**src/rtl/rxf_pkg.sv**
```systemverilog
package rxf_pkg;
   localparam int ADDR_BYTES    = 6;
   localparam logic [7:0] BCAST_BYTE = 8'hFF;
   localparam int CFG_PROM_BIT  = 16;
   localparam int CFG_BCREJ_BIT = 17;
   localparam int CFG_RXOFF_BIT = 18;

   typedef struct packed {
      logic accept;
      logic miss;
      logic long_f;
      logic bcast;
   } rxf_result_t;
endpackage

```
**src/rtl/rxf_cfg_reg.sv**
```systemverilog
module rxf_cfg_reg #(
   parameter int LEN_W     = 11,
   parameter int LEN_RESET = 1518
) (
   input  logic             clk,
   input  logic             rst_n,
   input  logic             wr,
   input  logic [31:0]      wdata,
   output logic [31:0]      rdata,
   output logic [LEN_W-1:0] max_len,
   output logic             promisc,
   output logic             bc_rej,
   output logic             rx_off_tx
);
   import rxf_pkg::*;

   if (LEN_W > CFG_PROM_BIT) begin : g_bad_len_w
      $error("LEN_W overlaps the mode bits");
   end
   if (LEN_RESET >= (1 << LEN_W)) begin : g_bad_reset
      $error("LEN_RESET does not fit in LEN_W bits");
   end

   always_ff @(posedge clk or negedge rst_n) begin
      if (!rst_n) begin
         max_len   <= LEN_W'(LEN_RESET);
         promisc   <= 1'b0;
         bc_rej    <= 1'b0;
         rx_off_tx <= 1'b0;
      end else if (wr) begin
         max_len   <= wdata[LEN_W-1:0];
         promisc   <= wdata[CFG_PROM_BIT];
         bc_rej    <= wdata[CFG_BCREJ_BIT];
         rx_off_tx <= wdata[CFG_RXOFF_BIT];
      end
   end

   always_comb begin
      rdata                = '0;
      rdata[LEN_W-1:0]     = max_len;
      rdata[CFG_PROM_BIT]  = promisc;
      rdata[CFG_BCREJ_BIT] = bc_rej;
      rdata[CFG_RXOFF_BIT] = rx_off_tx;
   end
endmodule

```
**src/rtl/rxf_len_cnt.sv**
```systemverilog
module rxf_len_cnt #(
   parameter int CNT_W = 12
) (
   input  logic             clk,
   input  logic             rst_n,
   input  logic             step,
   input  logic             restart,
   output logic [CNT_W-1:0] cnt_prev,
   output logic [CNT_W-1:0] cnt_now
);
   localparam logic [CNT_W-1:0] CNT_MAX = '1;

   logic [CNT_W-1:0] cnt_q;

   assign cnt_prev = restart ? '0 : cnt_q;
   assign cnt_now  = (cnt_prev == CNT_MAX) ? CNT_MAX : cnt_prev + 1'b1;

   always_ff @(posedge clk or negedge rst_n) begin
      if (!rst_n)    cnt_q <= '0;
      else if (step) cnt_q <= cnt_now;
   end
endmodule

```
**src/rtl/rxf_addr_match.sv**
```systemverilog
module rxf_addr_match #(
   parameter int CNT_W = 12
) (
   input  logic             clk,
   input  logic             rst_n,
   input  logic             step,
   input  logic             restart,
   input  logic [CNT_W-1:0] byte_idx,
   input  logic [7:0]       data,
   input  logic [47:0]      sta_addr,
   output logic             bc_now,
   output logic             sa_now
);
   import rxf_pkg::*;

   logic [7:0] sta_b [ADDR_BYTES];
   logic       bc_q, sa_q, bc_prev, sa_prev, in_da;
   logic [7:0] sta_sel;

   for (genvar g = 0; g < ADDR_BYTES; g++) begin : g_sta_byte
      assign sta_b[g] = sta_addr[47-8*g -: 8];
   end

   assign in_da   = (byte_idx < CNT_W'(ADDR_BYTES));
   assign sta_sel = in_da ? sta_b[byte_idx[2:0]] : 8'h00;
   assign bc_prev = restart ? 1'b1 : bc_q;
   assign sa_prev = restart ? 1'b1 : sa_q;
   assign bc_now  = bc_prev & (!in_da | (data == BCAST_BYTE));
   assign sa_now  = sa_prev & (!in_da | (data == sta_sel));

   always_ff @(posedge clk or negedge rst_n) begin
      if (!rst_n) begin
         bc_q <= 1'b0;
         sa_q <= 1'b0;
      end else if (step) begin
         bc_q <= bc_now;
         sa_q <= sa_now;
      end
   end
endmodule

```
**src/rtl/rx_admit_filter.sv**
```systemverilog
module rx_admit_filter #(
   parameter int LEN_W     = 11,
   parameter int LEN_RESET = 1518
) (
   input  logic        clk,
   input  logic        rst_n,
   input  logic        cfg_wr,
   input  logic [31:0] cfg_wdata,
   output logic [31:0] cfg_rdata,
   input  logic [47:0] sta_addr,
   input  logic        tx_active,
   input  logic        rx_valid,
   input  logic [7:0]  rx_data,
   input  logic        rx_sof,
   input  logic        rx_eof,
   output logic        res_valid,
   output logic        res_accept,
   output logic        res_miss,
   output logic        res_long,
   output logic        res_bcast,
   output logic        babble_irq
);
   import rxf_pkg::*;

   localparam int CNT_W = LEN_W + 1;

   logic [LEN_W-1:0] max_len;
   logic             promisc, bc_rej, rx_off_tx;
   logic             in_frame_q, drop_q, drop_now, step, done, full_da;
   logic             bc_now, sa_now, bcast, match;
   logic [CNT_W-1:0] cnt_prev, cnt_now;
   rxf_result_t      res_d, res_q;

   rxf_cfg_reg #(.LEN_W(LEN_W), .LEN_RESET(LEN_RESET)) u_cfg (
      .clk(clk), .rst_n(rst_n), .wr(cfg_wr), .wdata(cfg_wdata),
      .rdata(cfg_rdata), .max_len(max_len), .promisc(promisc),
      .bc_rej(bc_rej), .rx_off_tx(rx_off_tx)
   );

   assign step     = rx_valid & (rx_sof | in_frame_q);
   assign drop_now = rx_sof ? (rx_off_tx & tx_active) : drop_q;
   assign done     = step & rx_eof & !drop_now;

   rxf_len_cnt #(.CNT_W(CNT_W)) u_len (
      .clk(clk), .rst_n(rst_n), .step(step), .restart(rx_sof),
      .cnt_prev(cnt_prev), .cnt_now(cnt_now)
   );

   rxf_addr_match #(.CNT_W(CNT_W)) u_addr (
      .clk(clk), .rst_n(rst_n), .step(step), .restart(rx_sof),
      .byte_idx(cnt_prev), .data(rx_data), .sta_addr(sta_addr),
      .bc_now(bc_now), .sa_now(sa_now)
   );

   assign full_da = (cnt_now >= CNT_W'(ADDR_BYTES));
   assign bcast   = full_da & bc_now;
   assign match   = full_da & sa_now;

   always_comb begin
      res_d.bcast  = bcast;
      res_d.long_f = (cnt_now > {1'b0, max_len});
      if (promisc) begin
         res_d.accept = 1'b1;
         res_d.miss   = bcast ? bc_rej : !match;
      end else begin
         res_d.accept = bcast ? !bc_rej : match;
         res_d.miss   = 1'b0;
      end
   end

   always_ff @(posedge clk or negedge rst_n) begin
      if (!rst_n) begin
         in_frame_q <= 1'b0;
         drop_q     <= 1'b0;
         res_valid  <= 1'b0;
         res_q      <= '0;
      end else begin
         if (step) begin
            in_frame_q <= !rx_eof;
            drop_q     <= drop_now;
         end
         res_valid <= done;
         if (done) res_q <= res_d;
      end
   end

   assign res_accept = res_valid & res_q.accept;
   assign res_miss   = res_valid & res_q.miss;
   assign res_long   = res_valid & res_q.long_f;
   assign res_bcast  = res_valid & res_q.bcast;
   assign babble_irq = res_valid & res_q.long_f;
endmodule

```
**config.mk**
```make
export PLATFORM = sky130hd
export DESIGN_NAME = rx_admit_filter
export DESIGN_NICKNAME = d
export VERILOG_FILES = /design/src/rtl/rxf_pkg.sv /design/src/rtl/rxf_cfg_reg.sv /design/src/rtl/rxf_len_cnt.sv /design/src/rtl/rxf_addr_match.sv /design/src/rtl/rx_admit_filter.sv
export SDC_FILE = /design/constraint.sdc
export NUM_CORES = 1
export LEC_CHECK = 0
export BUFFER_PORTS_ARGS = -buffer_cell sky130_fd_sc_hd__buf_2
export CORE_MARGIN = 1
export CORE_UTILIZATION = 33
export DETAILED_ROUTE_END_ITERATION = 8
export PLACE_DENSITY = 0.72
export SLEW_MARGIN = 5
export SYNTH_ARGS = -nofsm -noshare
export SYNTH_HDL_FRONTEND = slang
export SYNTH_SLANG_ARGS = --single-unit
export TNS_END_PERCENT = 5
```
**constraint.sdc**
```tcl
create_clock -name clk -period 2.6 [get_ports clk]
set_clock_uncertainty 0.1 [all_clocks]
set_input_delay 0.39 -clock clk [delete_from_list [all_inputs] [get_ports clk]]
set_output_delay 0.39 -clock clk [all_outputs]
set_load 0.005 [all_outputs]
```
After elaboration in Yosys (flattened, before gate mapping):

Cells that the tools add are included.

* multiply operators: 0
* add/subtract/negate cells: 1
* div/mod/pow operators: 0
* bitwise logic cells: 16
* reductions and logical operators: 5
* multiplexer cells: 12
* shift operators: 0
* order comparisons: 4
* equal/unequal tests: 3

Operators by type and width (number)
* $bmux 8 s3: 1
* $mux 12: 2
* $mux 8: 3
* $add 12x1->12 const B: 1
* $and 1x1->1: 12
* $eq 12x12->1 const B: 1
* $ge 12x3->1 const B: 1
* $gt 12x11->1: 1
* $lt 12x3->1 const B: 1
* $eq 8x8->1: 1
* $eq 8x8->1 const B: 1
* $logic_not 1->1: 5
* $mux 1: 5
* $ge 4x4->1 const B: 1
* $not 3->4: 1
* $or 1x1->1: 3
* $mux 2: 1

* flip-flop bits (word level): 35
* output and inout bits: 38
* RAM bits: 0
* bits in latches: 0
* memories kept: 0
* memory bits (read-only): 0
* word-level logic and storage cells: 55
* input bits: 95

Longest topological paths before layout:

Gate-level depths: netlist (run 1).

* word-level depth: 13
* mapped depth: 15

Hierarchy:

Synthesis (run 1) repeated with hierarchy kept, for this count alone.

* cell total of the unflattened synthesis: 333
* area total of the unflattened synthesis: 3080.5 µm²

Modules (own cells, without submodules)
* rxf_len_cnt: instances 1, area each 954.7 µm², seq. area each 300.3 µm², cells an instance 114
* rxf_cfg_reg: instances 1, area each 773.2 µm², seq. area each 360.3 µm², cells an instance 62
* rxf_addr_match: instances 1, area each 704.4 µm², seq. area each 50.0 µm², cells an instance 79
* rx_admit_filter: instances 1, area each 648.1 µm², seq. area each 175.2 µm², cells an instance 78

Worst setup path before layout (run 1):

OpenSTA, ideal clock, no wires.

* path kind: input port to flip-flop
* start: input port rx_sof
* end: register res_q[1] (netlist name)
* data required time: 2.374 ns
* path buffers: 2
* data arrival time: 2.643 ns
* path slack: -0.269 ns
* cell stages on the path: 14
* path through: buf_6 and3b_1 and4_1 buf_2 nand2_1 o21ai_0 ha_1 a21o_1 a21o_1 a21oi_1 o21ai_0 a211oi_1 nor3_1 o32a_1

* cells in the longest elaborated chain, start to end: 4
* elaborated cells on any way between the ends: 11
* classes of those cells: add/sub: 1; order compare: 1; eq/ne: 1; mux: 3; bitwise: 4; reduce/logical: 1

RTL lines
* start, declared: RTL line rx_admit_filter.sv:14 `input logic rx_sof,`
* $mux 12 *: RTL line rxf_len_cnt.sv:15 `assign cnt_prev = restart ? '0 : cnt_q;`
* $add 12x1->12 or $eq 12x12->1 (tied branches): RTL line rxf_len_cnt.sv:16 `assign cnt_now = (cnt_prev == CNT_MAX) ? CNT_MAX : cnt_prev + 1'b1;`
* $mux 12 *: RTL line rxf_len_cnt.sv:16
* net cnt_now[5]: RTL line rx_admit_filter.sv:31 `logic [CNT_W-1:0] cnt_prev, cnt_now;`
* $gt 12x11->1 *: RTL line rx_admit_filter.sv:61 `res_d.long_f = (cnt_now > {1'b0, max_len});`
* end signal, assigned: RTL line rx_admit_filter.sv:83 `if (done) res_q <= res_d;`
* end, declared: RTL line rx_admit_filter.sv:32 `rxf_result_t res_d, res_q;`

The timed path passes the listed nets; every way through them passes the cells marked *.
A chain may end at the register's enable or synchronous reset.

Worst setup path in the final report (run 1):

* start: register u_len.cnt_q[0]
* end: register res_q[1] (netlist name)

* cells in the longest elaborated chain, start to end: 4
* elaborated cells on any way between the ends: 5
* classes of those cells: add/sub: 1; order compare: 1; eq/ne: 1; mux: 2

RTL lines
* start, declared: RTL line rxf_len_cnt.sv:13 `logic [CNT_W-1:0] cnt_q;`
* start signal, assigned: RTL line rxf_len_cnt.sv:20 `else if (step) cnt_q <= cnt_now;`
* $mux 12 *: RTL line rxf_len_cnt.sv:15
* $add 12x1->12 or $eq 12x12->1 (tied branches): RTL line rxf_len_cnt.sv:16
* $mux 12 *: RTL line rxf_len_cnt.sv:16
* net cnt_now[5]: RTL line rx_admit_filter.sv:31
* $gt 12x11->1 *: RTL line rx_admit_filter.sv:61

Marked as above.

==> report_table.html, run 1 <==
<table>
<tr><th>Metric</th><th>Value</th></tr>
<tr><th colspan="2">CTS</th></tr>
<tr><td>Clock tree sinks</td><td>35</td></tr>
<tr><td>CTS root buffer</td><td>sky130_fd_sc_hd__clkbuf_8</td></tr>
<tr><td>Hold buffers post-CTS</td><td>0</td></tr>
<tr><td>CTS tree</td><td>yes</td></tr>
<tr><td>Maximum clock path buffer count</td><td>2</td></tr>
<tr><td>Clock latency of the later-clocked register in the worst-skew pair</td><td>0.30 ns</td></tr>
<tr><td>Total clock buffers created by CTS</td><td>5</td></tr>
<tr><td>Clock-pin slew on the worst setup and hold paths</td><td>0.07 ns</td></tr>
<tr><td>CTS H-tree lvls</td><td>2</td></tr>
<tr><td>Buffers inserted during post-CTS setup optimization</td><td>0</td></tr>
<tr><th colspan="2">Final layout</th></tr>
<tr><td>Synth-to-Final Area Change</td><td>30.8%</td></tr>
<tr><td>Proportion of layout cells with a drive suffix above 1</td><td>0.394</td></tr>
<tr><td>Fill cell count</td><td>833</td></tr>
<tr><td>Finished Core Util</td><td>0.450</td></tr>
<tr><td>Final net count</td><td>561</td></tr>
<tr><td>ANT cells</td><td>0</td></tr>
<tr><th colspan="2">STA</th></tr>
<tr><td>Highest clock frequency the design can meet</td><td>382 MHz</td></tr>
<tr><td>Ratio of final minimum period to clock period</td><td>1.01</td></tr>
<tr><td>Final Hold Viols</td><td>0</td></tr>
<tr><td>Setup repair after global routing missed its margin</td><td>yes</td></tr>
<tr><td>Slew @ Worst Pin</td><td>0.784 ns</td></tr>
<tr><td>Setup slack after layout</td><td>-0.0162 ns</td></tr>
<tr><td>Final critical-path required period</td><td>2.62 ns</td></tr>
<tr><td>Final-report setup violation count</td><td>1</td></tr>
<tr><td>Final number of max-transition violations</td><td>0</td></tr>
<tr><td>Max-slew headroom</td><td>0.477</td></tr>
<tr><td>Total Neg Setup Slack</td><td>-0.0162 ns</td></tr>
<tr><th colspan="2">Logic synthesis</th></tr>
<tr><td>Post-synthesis async set-or-reset flop share</td><td>1.00</td></tr>
<tr><td>Count of flip-flops with a built-in enable after synthesis</td><td>0</td></tr>
<tr><td>Number of distinct library cells after synthesis</td><td>64</td></tr>
<tr><td>Count of state elements after synthesis</td><td>35</td></tr>
<tr><td>Fraction of the yosys area taken by sequential cells</td><td>0.311</td></tr>
<tr><td>Summed instance area of the synthesized netlist</td><td>2840 um2</td></tr>
<tr><td>Leading register cell type out of synthesis</td><td>sky130_fd_sc_hd__dfrtp_1</td></tr>
<tr><td>Average size of a mapped cell</td><td>8.36 um2</td></tr>
<tr><td>Synth Instances</td><td>340</td></tr>
<tr><td>Number of warnings printed during yosys synthesis</td><td>0</td></tr>
<tr><th colspan="2">Status</th></tr>
<tr><td>Violations in the final reports</td><td>negative setup slack</td></tr>
<tr><td>Result of the run</td><td>finished with violations</td></tr>
<tr><th colspan="2">Global route</th></tr>
<tr><td>Number of global-route vias before repair</td><td>2,688</td></tr>
<tr><td>Antenna violations before repair</td><td>0</td></tr>
<tr><td>Pin count of the biggest net entering global routing</td><td>36</td></tr>
<tr><td>GRT Resource Usage Total</td><td>0.172</td></tr>
<tr><td>Aggregate global routing overflow</td><td>0</td></tr>
<tr><td>First-pass GRT wire length</td><td>12.1 mm</td></tr>
<tr><th colspan="2">Die</th></tr>
<tr><td>Core box area</td><td>8260 um2</td></tr>
<tr><td>Die extent in y</td><td>94.8 um</td></tr>
<tr><td>Initial Util</td><td>0.344</td></tr>
<tr><td>I/O pin count</td><td>133</td></tr>
<tr><td>DIE AREA</td><td>8990 um2</td></tr>
<tr><td>Site row count</td><td>33</td></tr>
<tr><td>Die X</td><td>94.8 um</td></tr>
<tr><th colspan="2">Route</th></tr>
<tr><td>DR vias</td><td>2,852</td></tr>
<tr><td>DRC marker count from the first detailed-route iteration</td><td>140</td></tr>
<tr><td>Routed length per instance</td><td>13.5 um</td></tr>
<tr><td>Drt drc</td><td>0</td></tr>
<tr><td>Total detailed-routing wirelength</td><td>7.62 mm</td></tr>
<tr><td>Remaining number of nets flagged by the antenna check after routing</td><td>0</td></tr>
<tr><td>Number of optimization iterations in the first detailed-route pass</td><td>5</td></tr>
<tr><td>Via/cell ratio</td><td>5.07</td></tr>
<tr><th colspan="2">Worst setup path</th></tr>
<tr><td>Endpoint kind of the worst setup timing path</td><td>flop</td></tr>
<tr><td>Signal arrival time at the worst endpoint</td><td>2.70 ns</td></tr>
<tr><td>Critical path data required time</td><td>2.68 ns</td></tr>
<tr><td>Worst setup path category</td><td>reg -&gt; reg</td></tr>
<tr><td>Worst-path fanout max</td><td>6</td></tr>
<tr><td>Launching element type of the critical path</td><td>flop</td></tr>
<tr><th colspan="2">Job</th></tr>
<tr><td>Max-cap violation count</td><td>0</td></tr>
<tr><th colspan="2">Power and ir drop</th></tr>
<tr><td>P_leak</td><td>1.90 nW</td></tr>
<tr><td>Switching pwr</td><td>553 uW</td></tr>
<tr><td>Register share of total power</td><td>0.385</td></tr>
<tr><td>Power share of the clock group</td><td>0.250</td></tr>
<tr><td>Net Sw Frac</td><td>0.332</td></tr>
<tr><td>Cell Int Power</td><td>1.11 mW</td></tr>
<tr><td>Max IR drop VDD</td><td>0.364 mV</td></tr>
<tr><td>Power share of the combinational group</td><td>0.365</td></tr>
<tr><td>Cell Pwr Density</td><td>447 nW/um2</td></tr>
<tr><th colspan="2">Placement</th></tr>
<tr><td>Count of input and output buffers</td><td>96</td></tr>
<tr><td>Final weighted congestion in routability-driven placement</td><td>0.907</td></tr>
<tr><td>Estimated wirelength of the detail-placed design</td><td>5.95 mm</td></tr>
<tr><th colspan="2">Min path</th></tr>
<tr><td>Type of the worst min-delay path</td><td>in -&gt; async</td></tr>
</table>
## synthesized netlist by cell type, types with 2 or more instances
| cell type | count | area, um2 |
|---|---|---|
| sky130_fd_sc_hd__a211oi_1 | 2 | 15.0 |
| sky130_fd_sc_hd__xnor2_1 | 2 | 17.5 |
| sky130_fd_sc_hd__dfrtp_1 | 27 | 676 |
| sky130_fd_sc_hd__o221ai_1 | 4 | 35.0 |
| sky130_fd_sc_hd__o2bb2ai_1 | 2 | 17.5 |
| sky130_fd_sc_hd__clkbuf_1 | 10 | 37.5 |
| sky130_fd_sc_hd__mux2i_1 | 20 | 200 |
| sky130_fd_sc_hd__a21oi_1 | 9 | 45.0 |
| sky130_fd_sc_hd__ha_1 | 10 | 125 |
| sky130_fd_sc_hd__and2_1 | 7 | 43.8 |
| sky130_fd_sc_hd__o21ai_0 | 32 | 160 |
| sky130_fd_sc_hd__o21ai_1 | 3 | 15.0 |
| sky130_fd_sc_hd__buf_6 | 4 | 45.0 |
| sky130_fd_sc_hd__o31ai_1 | 4 | 30.0 |
| sky130_fd_sc_hd__buf_2 | 4 | 20.0 |
| sky130_fd_sc_hd__nand2_1 | 59 | 221 |
| sky130_fd_sc_hd__mux2_2 | 5 | 56.3 |
| sky130_fd_sc_hd__nand4_1 | 9 | 56.3 |
| sky130_fd_sc_hd__nor3_1 | 5 | 25.0 |
| sky130_fd_sc_hd__nor2_1 | 10 | 37.5 |
| sky130_fd_sc_hd__o21a_1 | 7 | 52.6 |
| sky130_fd_sc_hd__buf_4 | 22 | 165 |
| sky130_fd_sc_hd__nor2b_1 | 3 | 18.8 |
| sky130_fd_sc_hd__xor2_1 | 2 | 17.5 |
| sky130_fd_sc_hd__or3_1 | 3 | 18.8 |
| sky130_fd_sc_hd__a21o_1 | 3 | 22.5 |
| sky130_fd_sc_hd__a31oi_1 | 5 | 31.3 |
| sky130_fd_sc_hd__and4_1 | 3 | 26.3 |
| sky130_fd_sc_hd__inv_1 | 17 | 63.8 |
| sky130_fd_sc_hd__nand3_1 | 5 | 25.0 |
| sky130_fd_sc_hd__dfstp_2 | 8 | 210 |
| sky130_fd_sc_hd__and2_4 | 2 | 17.5 |
## cell families after synthesis
kind of cell	after synthesis	share of synthesized area
flops	35	0.311
mux	26	0.0941
simple gates	118	0.214
other cells	1	0.00132
buf+inv	60	0.121
compound gates	86	0.202
fa+ha+maj	10	0.0440
xor+xnor	4	0.0123
## final timing paths
path | slack [ns] | from | endpoint | depth (start not counted)
min in group clk | 0.17 | rx_eof | in_frame_q | 2
max | -0.02 | u_len.cnt_q[0] | res_q[1] | 12
max in group asynchronous | 1.83 | rst_n | u_len.cnt_q[4] | 1
min | 0.07 | rst_n | u_cfg.promisc | 1
min reg2reg | 0.40 | res_q[3] | res_q[3] | 2
max reg2reg | -0.02 | u_len.cnt_q[0] | res_q[1] | 12
## metal layers
metal	track usage	share of wire
met2	0.312	0.48
met4	0.0657	0.019
met3	0.0330	0.079
met5	0	0
met1	0.198	0.42
## cell usage in the layout, fill, tap and decap left out, types with 3 or more instances in the layout
cell type / instances
sky130_fd_sc_hd__a21o_1: 3
sky130_fd_sc_hd__a21oi_1: 7
sky130_fd_sc_hd__a31oi_1: 4
sky130_fd_sc_hd__and2_1: 6
sky130_fd_sc_hd__and2_4: 3
sky130_fd_sc_hd__buf_2: 96
sky130_fd_sc_hd__buf_4: 36
sky130_fd_sc_hd__clkbuf_8: 6
sky130_fd_sc_hd__conb_1: 18
sky130_fd_sc_hd__dfrtp_1: 27
sky130_fd_sc_hd__dfstp_2: 8
sky130_fd_sc_hd__ha_1: 8
sky130_fd_sc_hd__inv_1: 17
sky130_fd_sc_hd__mux2_2: 5
sky130_fd_sc_hd__mux2i_1: 20
sky130_fd_sc_hd__nand2_1: 58
sky130_fd_sc_hd__nand3_1: 5
sky130_fd_sc_hd__nand4_1: 9
sky130_fd_sc_hd__nor2_1: 10
sky130_fd_sc_hd__nor2b_1: 3
sky130_fd_sc_hd__nor3_1: 5
sky130_fd_sc_hd__o21a_1: 7
sky130_fd_sc_hd__o21ai_0: 26
sky130_fd_sc_hd__o21ai_1: 5
sky130_fd_sc_hd__o21ai_2: 4
sky130_fd_sc_hd__o221ai_1: 4
sky130_fd_sc_hd__o31ai_1: 4
sky130_fd_sc_hd__or3_1: 3
## power by group through the flow
stage          clock network, mW  logic, mW  registers [mW]
6_report                   0.416      0.608           0.640
5_1_grt                    0.449      0.676           0.646
4_1_cts                    0.426      0.597           0.639
3_5_place_dp                   0      0.590           0.648
3_3_place_gp                   0      0.577           0.645
2_1_floorplan                  0      0.419           0.638
## state kept, by name, indices dropped and copies added (netlist names)
signal and count:
u_addr.bc_q 1, u_cfg.max_len 11, in_frame_q 1, drop_q 1, u_cfg.promisc 1, u_cfg.rx_off_tx 1, u_addr.sa_q 1, res_q 4
u_cfg.bc_rej 1, res_valid 1, u_len.cnt_q 12
## through the flow
stage	cell area (um2)	hold WS, ns	power (mW)	cells	setup slack [ns]
5_1_grt	3720	0.137	1.77	562	-0.137
6_report	3720	0.0728	1.66	562	-0.0162
3_3_place_gp	3540	0.360	1.22	554	-0.136
3_5_place_dp	3540	0.385	1.24	554	-0.182
2_1_floorplan	2940	-0.00559	1.06	357	-0.0140
4_1_cts	3660	0.0976	1.66	562	-0.0239
## worst max-delay path, cell delays in order (launching register included)
cell and delay (ns):
sky130_fd_sc_hd__dfrtp_1 0.42, sky130_fd_sc_hd__and2_4 0.21, sky130_fd_sc_hd__nand4_1 0.12, sky130_fd_sc_hd__xor2_1 0.19, sky130_fd_sc_hd__o21ai_2 0.08, sky130_fd_sc_hd__ha_1 0.31, sky130_fd_sc_hd__a21o_1 0.18, sky130_fd_sc_hd__a21o_1 0.17
sky130_fd_sc_hd__a21oi_2 0.14, sky130_fd_sc_hd__o21ai_2 0.07, sky130_fd_sc_hd__a211oi_2 0.17, sky130_fd_sc_hd__nor3_1 0.07, sky130_fd_sc_hd__o32a_1 0.28
## cell type report
type                    count  area, um2  share of cell area
clock buffers               7       86.3              0.0232
repair buffers            133        766               0.206
inverters                  19       71.3              0.0192
multi-input cells         262       1770               0.477
well taps                 105        131              0.0353
clock inverters             1       5.00             0.00135
flip-flops and latches     35        886               0.238
## timing repair
action                                 CTS  global route
endpoints found under the hold margin    0             0
pin swaps                                0             1
gates resized for setup                  9            10
setup endpoints to repair                2             4
Note: power is estimated with default switching activity, not from simulation.
==> inputs of run 2 (changes only) <==
--- a/config.mk
+++ b/config.mk
@@ -5,11 +5,11 @@
 export SDC_FILE = /design/constraint.sdc
 export NUM_CORES = 1
 export LEC_CHECK = 0
-export BUFFER_PORTS_ARGS = -buffer_cell sky130_fd_sc_hd__buf_2
 export CORE_MARGIN = 1
 export CORE_UTILIZATION = 33
 export DETAILED_ROUTE_END_ITERATION = 8
-export PLACE_DENSITY = 0.72
+export DONT_BUFFER_PORTS = 1
+export PLACE_DENSITY = 0.58
 export SLEW_MARGIN = 5
 export SYNTH_ARGS = -nofsm -noshare
 export SYNTH_HDL_FRONTEND = slang
==> report_table.html, run 2 (synthesized netlist as in run 1, its figures left out) <==
<table>
<tr><th>Metric</th><th>Value</th></tr>
<tr><th colspan="2">Min path</th></tr>
<tr><td>Startpoint of the lowest-slack hold path</td><td>cfg_wr</td></tr>
<tr><td>Type of the worst min-delay path</td><td>in -&gt; reg</td></tr>
<tr><td>Number of cells on the worst hold path</td><td>1</td></tr>
<tr><td>Hold EP</td><td>u_cfg.max_len[8]</td></tr>
<tr><th colspan="2">Worst setup path</th></tr>
<tr><td>Signal arrival time at the worst endpoint</td><td>2.68 ns</td></tr>
<tr><td>Cell depth of the worst flop-to-flop path</td><td>12</td></tr>
<tr><td>Critical path data required time</td><td>2.67 ns</td></tr>
<tr><td>Series of cell instances along the critical path</td><td>and3b_1, and4_4, nand2_4, o21ai_2, ha_1, a21o_1, a21o_1, a21oi_2, o21ai_2, a211oi_2, nor3_1, o32a_1</td></tr>
<tr><td>Reg2Reg Setup Slack</td><td>-0.01 ns</td></tr>
<tr><td>Worst R2R End</td><td>res_q[1]</td></tr>
<tr><td>Launching element type of the critical path</td><td>flop</td></tr>
<tr><td>Endpoint kind of the worst setup timing path</td><td>flop</td></tr>
<tr><td>Largest incremental delay on the critical path</td><td>0.46 ns</td></tr>
<tr><td>Critical R2R Launch</td><td>u_len.cnt_q[0]</td></tr>
<tr><td>Worst-path fanout max</td><td>6</td></tr>
<tr><td>Worst setup path category</td><td>reg -&gt; reg</td></tr>
<tr><td>Slowest cell on crit path</td><td>sky130_fd_sc_hd__dfrtp_2</td></tr>
<tr><th colspan="2">STA</th></tr>
<tr><td>Final critical-path required period</td><td>2.61 ns</td></tr>
<tr><td>Ratio of final minimum period to clock period</td><td>1.00</td></tr>
<tr><td>Final Hold Viols</td><td>0</td></tr>
<tr><td>Setup repair after global routing missed its margin</td><td>yes</td></tr>
<tr><td>Final number of max-transition violations</td><td>0</td></tr>
<tr><td>Setup slack after layout</td><td>-0.00969 ns</td></tr>
<tr><td>Highest clock frequency the design can meet</td><td>383 MHz</td></tr>
<tr><td>Final-report setup violation count</td><td>1</td></tr>
<tr><th colspan="2">Final layout</th></tr>
<tr><td>ANT cells</td><td>0</td></tr>
<tr><td>Highest-count cells in the layout ignoring fill and taps</td><td>sky130_fd_sc_hd__nand2_1, sky130_fd_sc_hd__buf_4, sky130_fd_sc_hd__o21ai_0</td></tr>
<tr><td>Most common cell after layout, fill and taps aside</td><td>sky130_fd_sc_hd__nand2_1</td></tr>
<tr><td>Final net count</td><td>469</td></tr>
<tr><td>Finished Core Util</td><td>0.396</td></tr>
<tr><td>Reg with most FFs</td><td>u_len.cnt_q</td></tr>
<tr><td>Synth-to-Final Area Change</td><td>14.9%</td></tr>
<tr><td>Proportion of layout cells with a drive suffix above 1</td><td>0.233</td></tr>
<tr><td>Number of cells in the finished layout apart from fillers</td><td>470</td></tr>
<tr><td>Largest register FFs</td><td>12</td></tr>
<tr><td>Registers with the highest flip-flop counts</td><td>u_len.cnt_q: 12 flops, u_cfg.max_len: 11 flops, res_q: 4 flops</td></tr>
<tr><th colspan="2">Route</th></tr>
<tr><td>Routed length per instance</td><td>15.1 um</td></tr>
<tr><td>Number of optimization iterations in the first detailed-route pass</td><td>4</td></tr>
<tr><td>DRC marker count from the first detailed-route iteration</td><td>101</td></tr>
<tr><td>Remaining number of nets flagged by the antenna check after routing</td><td>0</td></tr>
<tr><td>Drt drc</td><td>0</td></tr>
<tr><td>Via/cell ratio</td><td>5.24</td></tr>
<tr><td>DR vias</td><td>2,462</td></tr>
<tr><td>Total detailed-routing wirelength</td><td>7.12 mm</td></tr>
<tr><th colspan="2">Die</th></tr>
<tr><td>Core box area</td><td>8260 um2</td></tr>
<tr><td>Site row count</td><td>33</td></tr>
<tr><td>Initial Util</td><td>0.344</td></tr>
<tr><td>Die extent in y</td><td>94.8 um</td></tr>
<tr><td>Die X</td><td>94.8 um</td></tr>
<tr><td>I/O pin count</td><td>133</td></tr>
<tr><td>DIE AREA</td><td>8990 um2</td></tr>
<tr><th colspan="2">Global route</th></tr>
<tr><td>First-pass GRT wire length</td><td>11.2 mm</td></tr>
<tr><td>Number of global-route vias before repair</td><td>2,416</td></tr>
<tr><td>Aggregate global routing overflow</td><td>0</td></tr>
<tr><td>Antenna violations before repair</td><td>0</td></tr>
<tr><td>GRT Resource Usage Total</td><td>0.162</td></tr>
<tr><td>Pin count of the biggest net entering global routing</td><td>36</td></tr>
<tr><th colspan="2">Power and ir drop</th></tr>
<tr><td>Max IR drop VDD</td><td>0.276 mV</td></tr>
<tr><td>Total power after layout</td><td>1.57 mW</td></tr>
<tr><td>Cell Pwr Density</td><td>482 nW/um2</td></tr>
<tr><td>P_leak</td><td>1.55 nW</td></tr>
<tr><th colspan="2">CTS</th></tr>
<tr><td>Clock-pin slew on the worst setup and hold paths</td><td>0.07 ns</td></tr>
<tr><td>CTS H-tree lvls</td><td>2</td></tr>
<tr><td>Total clock buffers created by CTS</td><td>5</td></tr>
<tr><td>Clock tree sinks</td><td>35</td></tr>
<tr><td>CTS root buffer</td><td>sky130_fd_sc_hd__clkbuf_8</td></tr>
<tr><td>CTS tree</td><td>yes</td></tr>
<tr><td>Clock latency of the later-clocked register in the worst-skew pair</td><td>0.29 ns</td></tr>
<tr><td>Maximum clock path buffer count</td><td>2</td></tr>
<tr><th colspan="2">Placement</th></tr>
<tr><td>Estimated wirelength of the detail-placed design</td><td>5.57 mm</td></tr>
<tr><td>Count of input and output buffers</td><td>0</td></tr>
<tr><td>Final weighted congestion in routability-driven placement</td><td>0.801</td></tr>
<tr><td>Number of cells in the design after placement</td><td>454</td></tr>
<tr><th colspan="2">Job</th></tr>
<tr><td>Max-cap violation count</td><td>0</td></tr>
<tr><th colspan="2">Status</th></tr>
<tr><td>Result of the run</td><td>finished with violations</td></tr>
<tr><td>Violations in the final reports</td><td>negative setup slack</td></tr>
</table>
## run 2: worst max path at each step
stage               slack, ns        to            from
detailed placement      -0.17  res_q[1]  u_len.cnt_q[0]
global placement        -0.15  res_q[1]  u_len.cnt_q[2]
CTS                     -0.08  res_q[2]  u_len.cnt_q[0]
floorplan               -0.01  res_q[1]          rx_sof
global route            -0.17  res_q[1]  u_len.cnt_q[0]
finish                  -0.01  res_q[1]  u_len.cnt_q[0]
## run 2: repair_timing
item                       in CTS  in global routing
gates cloned                    0                  1
hold endpoints to repair       35                  0
hold buffers                    2                  0
resized for setup              10                  7
setup endpoints to repair       4                  4
buffers inserted                1                  4
pin swaps                       1                  6
## run 2: where the power goes
part           total [mW]  leakage (nW)  internal [mW]  switching, mW
registers           0.646         0.433          0.605         0.0409
clock network       0.384        0.0422          0.188          0.196
logic               0.545          1.07          0.268          0.277
total                1.57          1.55           1.06          0.514
## run 2: area by class of cell
class	instances	area (um2)
tap	105	131
clock buffer	7	76.3
timing repair buffer	41	353
sequential	35	887
fill	873	4990
clock inverter	1	5.00
inverter	19	71.3
multi-input combinational	262	1740
## run 2: stage by stage
stage	hold slack (ns)	setup TNS, ns	area, um2	setup WS, ns
after floorplan	-0.00559	-0.0140	2940	-0.0140
after global routing	0.0492	-0.414	3270	-0.174
final	0.0602	-0.00969	3270	-0.00969
after global placement	-0.00468	-0.246	3030	-0.145
after detailed placement	-0.00470	-0.372	3030	-0.173
after CTS	0.0532	-0.146	3180	-0.0770
## run 2: critical path: cells and delay by family (launching register included)
family | cells | cell delay, ns
AOI/OAI and AO/OA | 7 | 1.08
and+or+nand+nor | 4 | 0.56
DFF | 1 | 0.46
adders and majority gates | 1 | 0.30
## run 2: metal layers
layer | track usage | wire [um] | vias up | part of all wire
met5 | 0 | 0 | - | 0
met4 | 0.0581 | 142 | 0 | 0.020
met3 | 0.0370 | 587 | 11 | 0.082
met2 | 0.285 | 3280 | 121 | 0.46
met1 | 0.190 | 3110 | 1116 | 0.44
li1 | - | - | 1214 | -
==> inputs of run 3 (changes only) <==
--- a/config.mk
+++ b/config.mk
@@ -9,7 +9,7 @@
 export CORE_UTILIZATION = 33
 export DETAILED_ROUTE_END_ITERATION = 8
 export DONT_BUFFER_PORTS = 1
-export PLACE_DENSITY = 0.58
+export PLACE_DENSITY = 0.47
 export SLEW_MARGIN = 5
 export SYNTH_ARGS = -nofsm -noshare
 export SYNTH_HDL_FRONTEND = slang
==> report_table.html, run 3 (synthesized netlist as in run 1, its figures left out) <==
<table>
<tr><th>Metric</th><th>Value</th></tr>
<tr><th colspan="2">Status</th></tr>
<tr><td>Result of the run</td><td>finished with violations</td></tr>
<tr><td>Violations in the final reports</td><td>negative setup slack</td></tr>
<tr><th colspan="2">Power and ir drop</th></tr>
<tr><td>Register share of total power</td><td>0.374</td></tr>
<tr><td>Net Sw Frac</td><td>0.314</td></tr>
<tr><td>Cell Pwr Density</td><td>497 nW/um2</td></tr>
<tr><td>Power share of the clock group</td><td>0.286</td></tr>
<tr><td>P_leak</td><td>1.59 nW</td></tr>
<tr><td>Max IR drop VDD</td><td>0.331 mV</td></tr>
<tr><td>Switching pwr</td><td>544 uW</td></tr>
<tr><td>Power share of the combinational group</td><td>0.340</td></tr>
<tr><td>Cell Int Power</td><td>1.19 mW</td></tr>
<tr><th colspan="2">Route</th></tr>
<tr><td>DR vias</td><td>2,478</td></tr>
<tr><td>Number of optimization iterations in the first detailed-route pass</td><td>6</td></tr>
<tr><td>DRC marker count from the first detailed-route iteration</td><td>50</td></tr>
<tr><td>Via/cell ratio</td><td>5.17</td></tr>
<tr><td>Remaining number of nets flagged by the antenna check after routing</td><td>0</td></tr>
<tr><td>Routed length per instance</td><td>15.5 um</td></tr>
<tr><td>Drt drc</td><td>0</td></tr>
<tr><td>Total detailed-routing wirelength</td><td>7.42 mm</td></tr>
<tr><th colspan="2">CTS</th></tr>
<tr><td>Maximum clock path buffer count</td><td>2</td></tr>
<tr><td>CTS root buffer</td><td>sky130_fd_sc_hd__clkbuf_8</td></tr>
<tr><td>CTS H-tree lvls</td><td>2</td></tr>
<tr><td>CTS tree</td><td>yes</td></tr>
<tr><td>Clock-pin slew on the worst setup and hold paths</td><td>0.08 ns</td></tr>
<tr><td>Total clock buffers created by CTS</td><td>5</td></tr>
<tr><td>Clock tree sinks</td><td>35</td></tr>
<tr><td>Clock latency of the later-clocked register in the worst-skew pair</td><td>0.29 ns</td></tr>
<tr><th colspan="2">STA</th></tr>
<tr><td>Total Neg Setup Slack</td><td>-0.00528 ns</td></tr>
<tr><td>Final number of max-transition violations</td><td>0</td></tr>
<tr><td>Setup repair after global routing missed its margin</td><td>yes</td></tr>
<tr><td>Final critical-path required period</td><td>2.61 ns</td></tr>
<tr><td>Hold Worst Slack</td><td>0.0542 ns</td></tr>
<tr><td>Ratio of final minimum period to clock period</td><td>1.00</td></tr>
<tr><td>Final Hold Viols</td><td>0</td></tr>
<tr><td>Highest clock frequency the design can meet</td><td>384 MHz</td></tr>
<tr><td>Final-report setup violation count</td><td>1</td></tr>
<tr><td>Setup slack after layout</td><td>-0.00528 ns</td></tr>
<tr><th colspan="2">Die</th></tr>
<tr><td>Initial Util</td><td>0.344</td></tr>
<tr><td>DIE AREA</td><td>8990 um2</td></tr>
<tr><td>Site row count</td><td>33</td></tr>
<tr><td>Die X</td><td>94.8 um</td></tr>
<tr><td>Core box area</td><td>8260 um2</td></tr>
<tr><td>I/O pin count</td><td>133</td></tr>
<tr><td>Die extent in y</td><td>94.8 um</td></tr>
<tr><th colspan="2">Placement</th></tr>
<tr><td>Final weighted congestion in routability-driven placement</td><td>0.795</td></tr>
<tr><td>Count of input and output buffers</td><td>0</td></tr>
<tr><td>Estimated wirelength of the detail-placed design</td><td>5.50 mm</td></tr>
<tr><td>Number of cells in the design after placement</td><td>457</td></tr>
<tr><th colspan="2">Worst setup path</th></tr>
<tr><td>Worst setup path category</td><td>reg -&gt; reg</td></tr>
<tr><td>Launching element type of the critical path</td><td>flop</td></tr>
<tr><td>Critical path data required time</td><td>2.68 ns</td></tr>
<tr><td>Endpoint kind of the worst setup timing path</td><td>flop</td></tr>
<tr><td>Worst-path fanout max</td><td>7</td></tr>
<tr><td>Signal arrival time at the worst endpoint</td><td>2.69 ns</td></tr>
<tr><th colspan="2">Final layout</th></tr>
<tr><td>Number of cells in the finished layout apart from fillers</td><td>479</td></tr>
<tr><td>Final net count</td><td>478</td></tr>
<tr><td>Reg with most FFs</td><td>u_len.cnt_q</td></tr>
<tr><td>ANT cells</td><td>0</td></tr>
<tr><td>Synth-to-Final Area Change</td><td>22.4%</td></tr>
<tr><td>Most common cell after layout, fill and taps aside</td><td>sky130_fd_sc_hd__nand2_1</td></tr>
<tr><td>Registers with the highest flip-flop counts</td><td>u_len.cnt_q: 12 flops, u_cfg.max_len: 11 flops, res_q: 4 flops</td></tr>
<tr><td>Largest register FFs</td><td>12</td></tr>
<tr><td>Fill cell count</td><td>863</td></tr>
<tr><td>Proportion of layout cells with a drive suffix above 1</td><td>0.281</td></tr>
<tr><td>Highest-count cells in the layout ignoring fill and taps</td><td>sky130_fd_sc_hd__nand2_1, sky130_fd_sc_hd__buf_4, sky130_fd_sc_hd__dfrtp_1</td></tr>
<tr><th colspan="2">Global route</th></tr>
<tr><td>Number of global-route vias before repair</td><td>2,397</td></tr>
<tr><td>Antenna violations before repair</td><td>0</td></tr>
<tr><td>Aggregate global routing overflow</td><td>0</td></tr>
<tr><td>Pin count of the biggest net entering global routing</td><td>36</td></tr>
<tr><td>GRT Resource Usage Total</td><td>0.165</td></tr>
<tr><td>First-pass GRT wire length</td><td>11.5 mm</td></tr>
<tr><th colspan="2">Job</th></tr>
<tr><td>Max-cap violation count</td><td>0</td></tr>
<tr><th colspan="2">Min path</th></tr>
<tr><td>Type of the worst min-delay path</td><td>in -&gt; reg</td></tr>
</table>
[run 3: what timing repair did]
item,in CTS,in global routing
gates cloned,0,1
hold buffers,2,0
gates resized for setup,16,19
setup endpoints to repair,3,4
endpoints found under the hold margin,35,0
buffers inserted,4,7
pin swaps,10,12
[run 3: area by class of cell]
type,count,area (um2),share of cell area
Clock inverter,3,43.8,0.0126
Sequential cell,35,887,0.255
Clock buffer,5,68.8,0.0198
Multi-Input combinational cell,262,1850,0.532
Timing Repair Buffer,50,428,0.123
Tap cell,105,131,0.0377
Inverter,19,71.3,0.0205
[run 3: stage by stage]
stage           util  worst slack (ns)  power, mW  cell area [um2]
6_report       0.422          -0.00528       1.73             3480
5_1_grt        0.422            -0.109       1.85             3480
4_1_cts        0.400           -0.0466       1.67             3300
3_5_place_dp   0.370            -0.153       1.13             3050
3_3_place_gp   0.370            -0.169       1.12             3050
2_1_floorplan      -           -0.0140       1.06             2940
[run 3: power groups by stage]
stage	Sequential, mW	Clock [mW]	Combinational (mW)
5_1_grt	0.654	0.538	0.658
6_report	0.647	0.496	0.589
3_3_place_gp	0.652	0	0.472
3_5_place_dp	0.654	0	0.476
2_1_floorplan	0.638	0	0.419
4_1_cts	0.646	0.512	0.516
[run 3: routing by layer]
layer / global-route usage / part of all wire / up-vias
met5: 0 / 0 / -
met4: 0.0530 / 0.015 / 0
met3: 0.0427 / 0.075 / 11
met2: 0.281 / 0.47 / 100
met1: 0.203 / 0.44 / 1134
li1: - / - / 1233
[run 3: path summary, 6_finish.rpt]
| check | startpoint | end | slack (ns) | cells after the start |
|---|---|---|---|---|
| max reg2reg | u_len.cnt_q[1] | res_q[2] | -0.005 | 9 |
| min | cfg_wr | u_cfg.max_len[10] | 0.05 | 1 |
| max in group asynchronous | rst_n | u_cfg.max_len[1] | 1.69 | 2 |
| min in group asynchronous | rst_n | u_len.cnt_q[9] | 0.46 | 2 |
| max | u_len.cnt_q[1] | res_q[2] | -0.005 | 9 |
| min reg2reg | drop_q | drop_q | 0.39 | 2 |
[run 3: critical path, stage by stage, from the launching register on]
cell and delay [ns]:
sky130_fd_sc_hd__dfrtp_1 0.41, sky130_fd_sc_hd__buf_6 0.14, sky130_fd_sc_hd__or4b_4 0.60, sky130_fd_sc_hd__o2bb2ai_4 0.18, sky130_fd_sc_hd__or4b_1 0.13, sky130_fd_sc_hd__o2111a_1 0.16, sky130_fd_sc_hd__nand4_1 0.15, sky130_fd_sc_hd__nor4_2 0.34
sky130_fd_sc_hd__o21bai_1 0.14, sky130_fd_sc_hd__a21boi_1 0.14
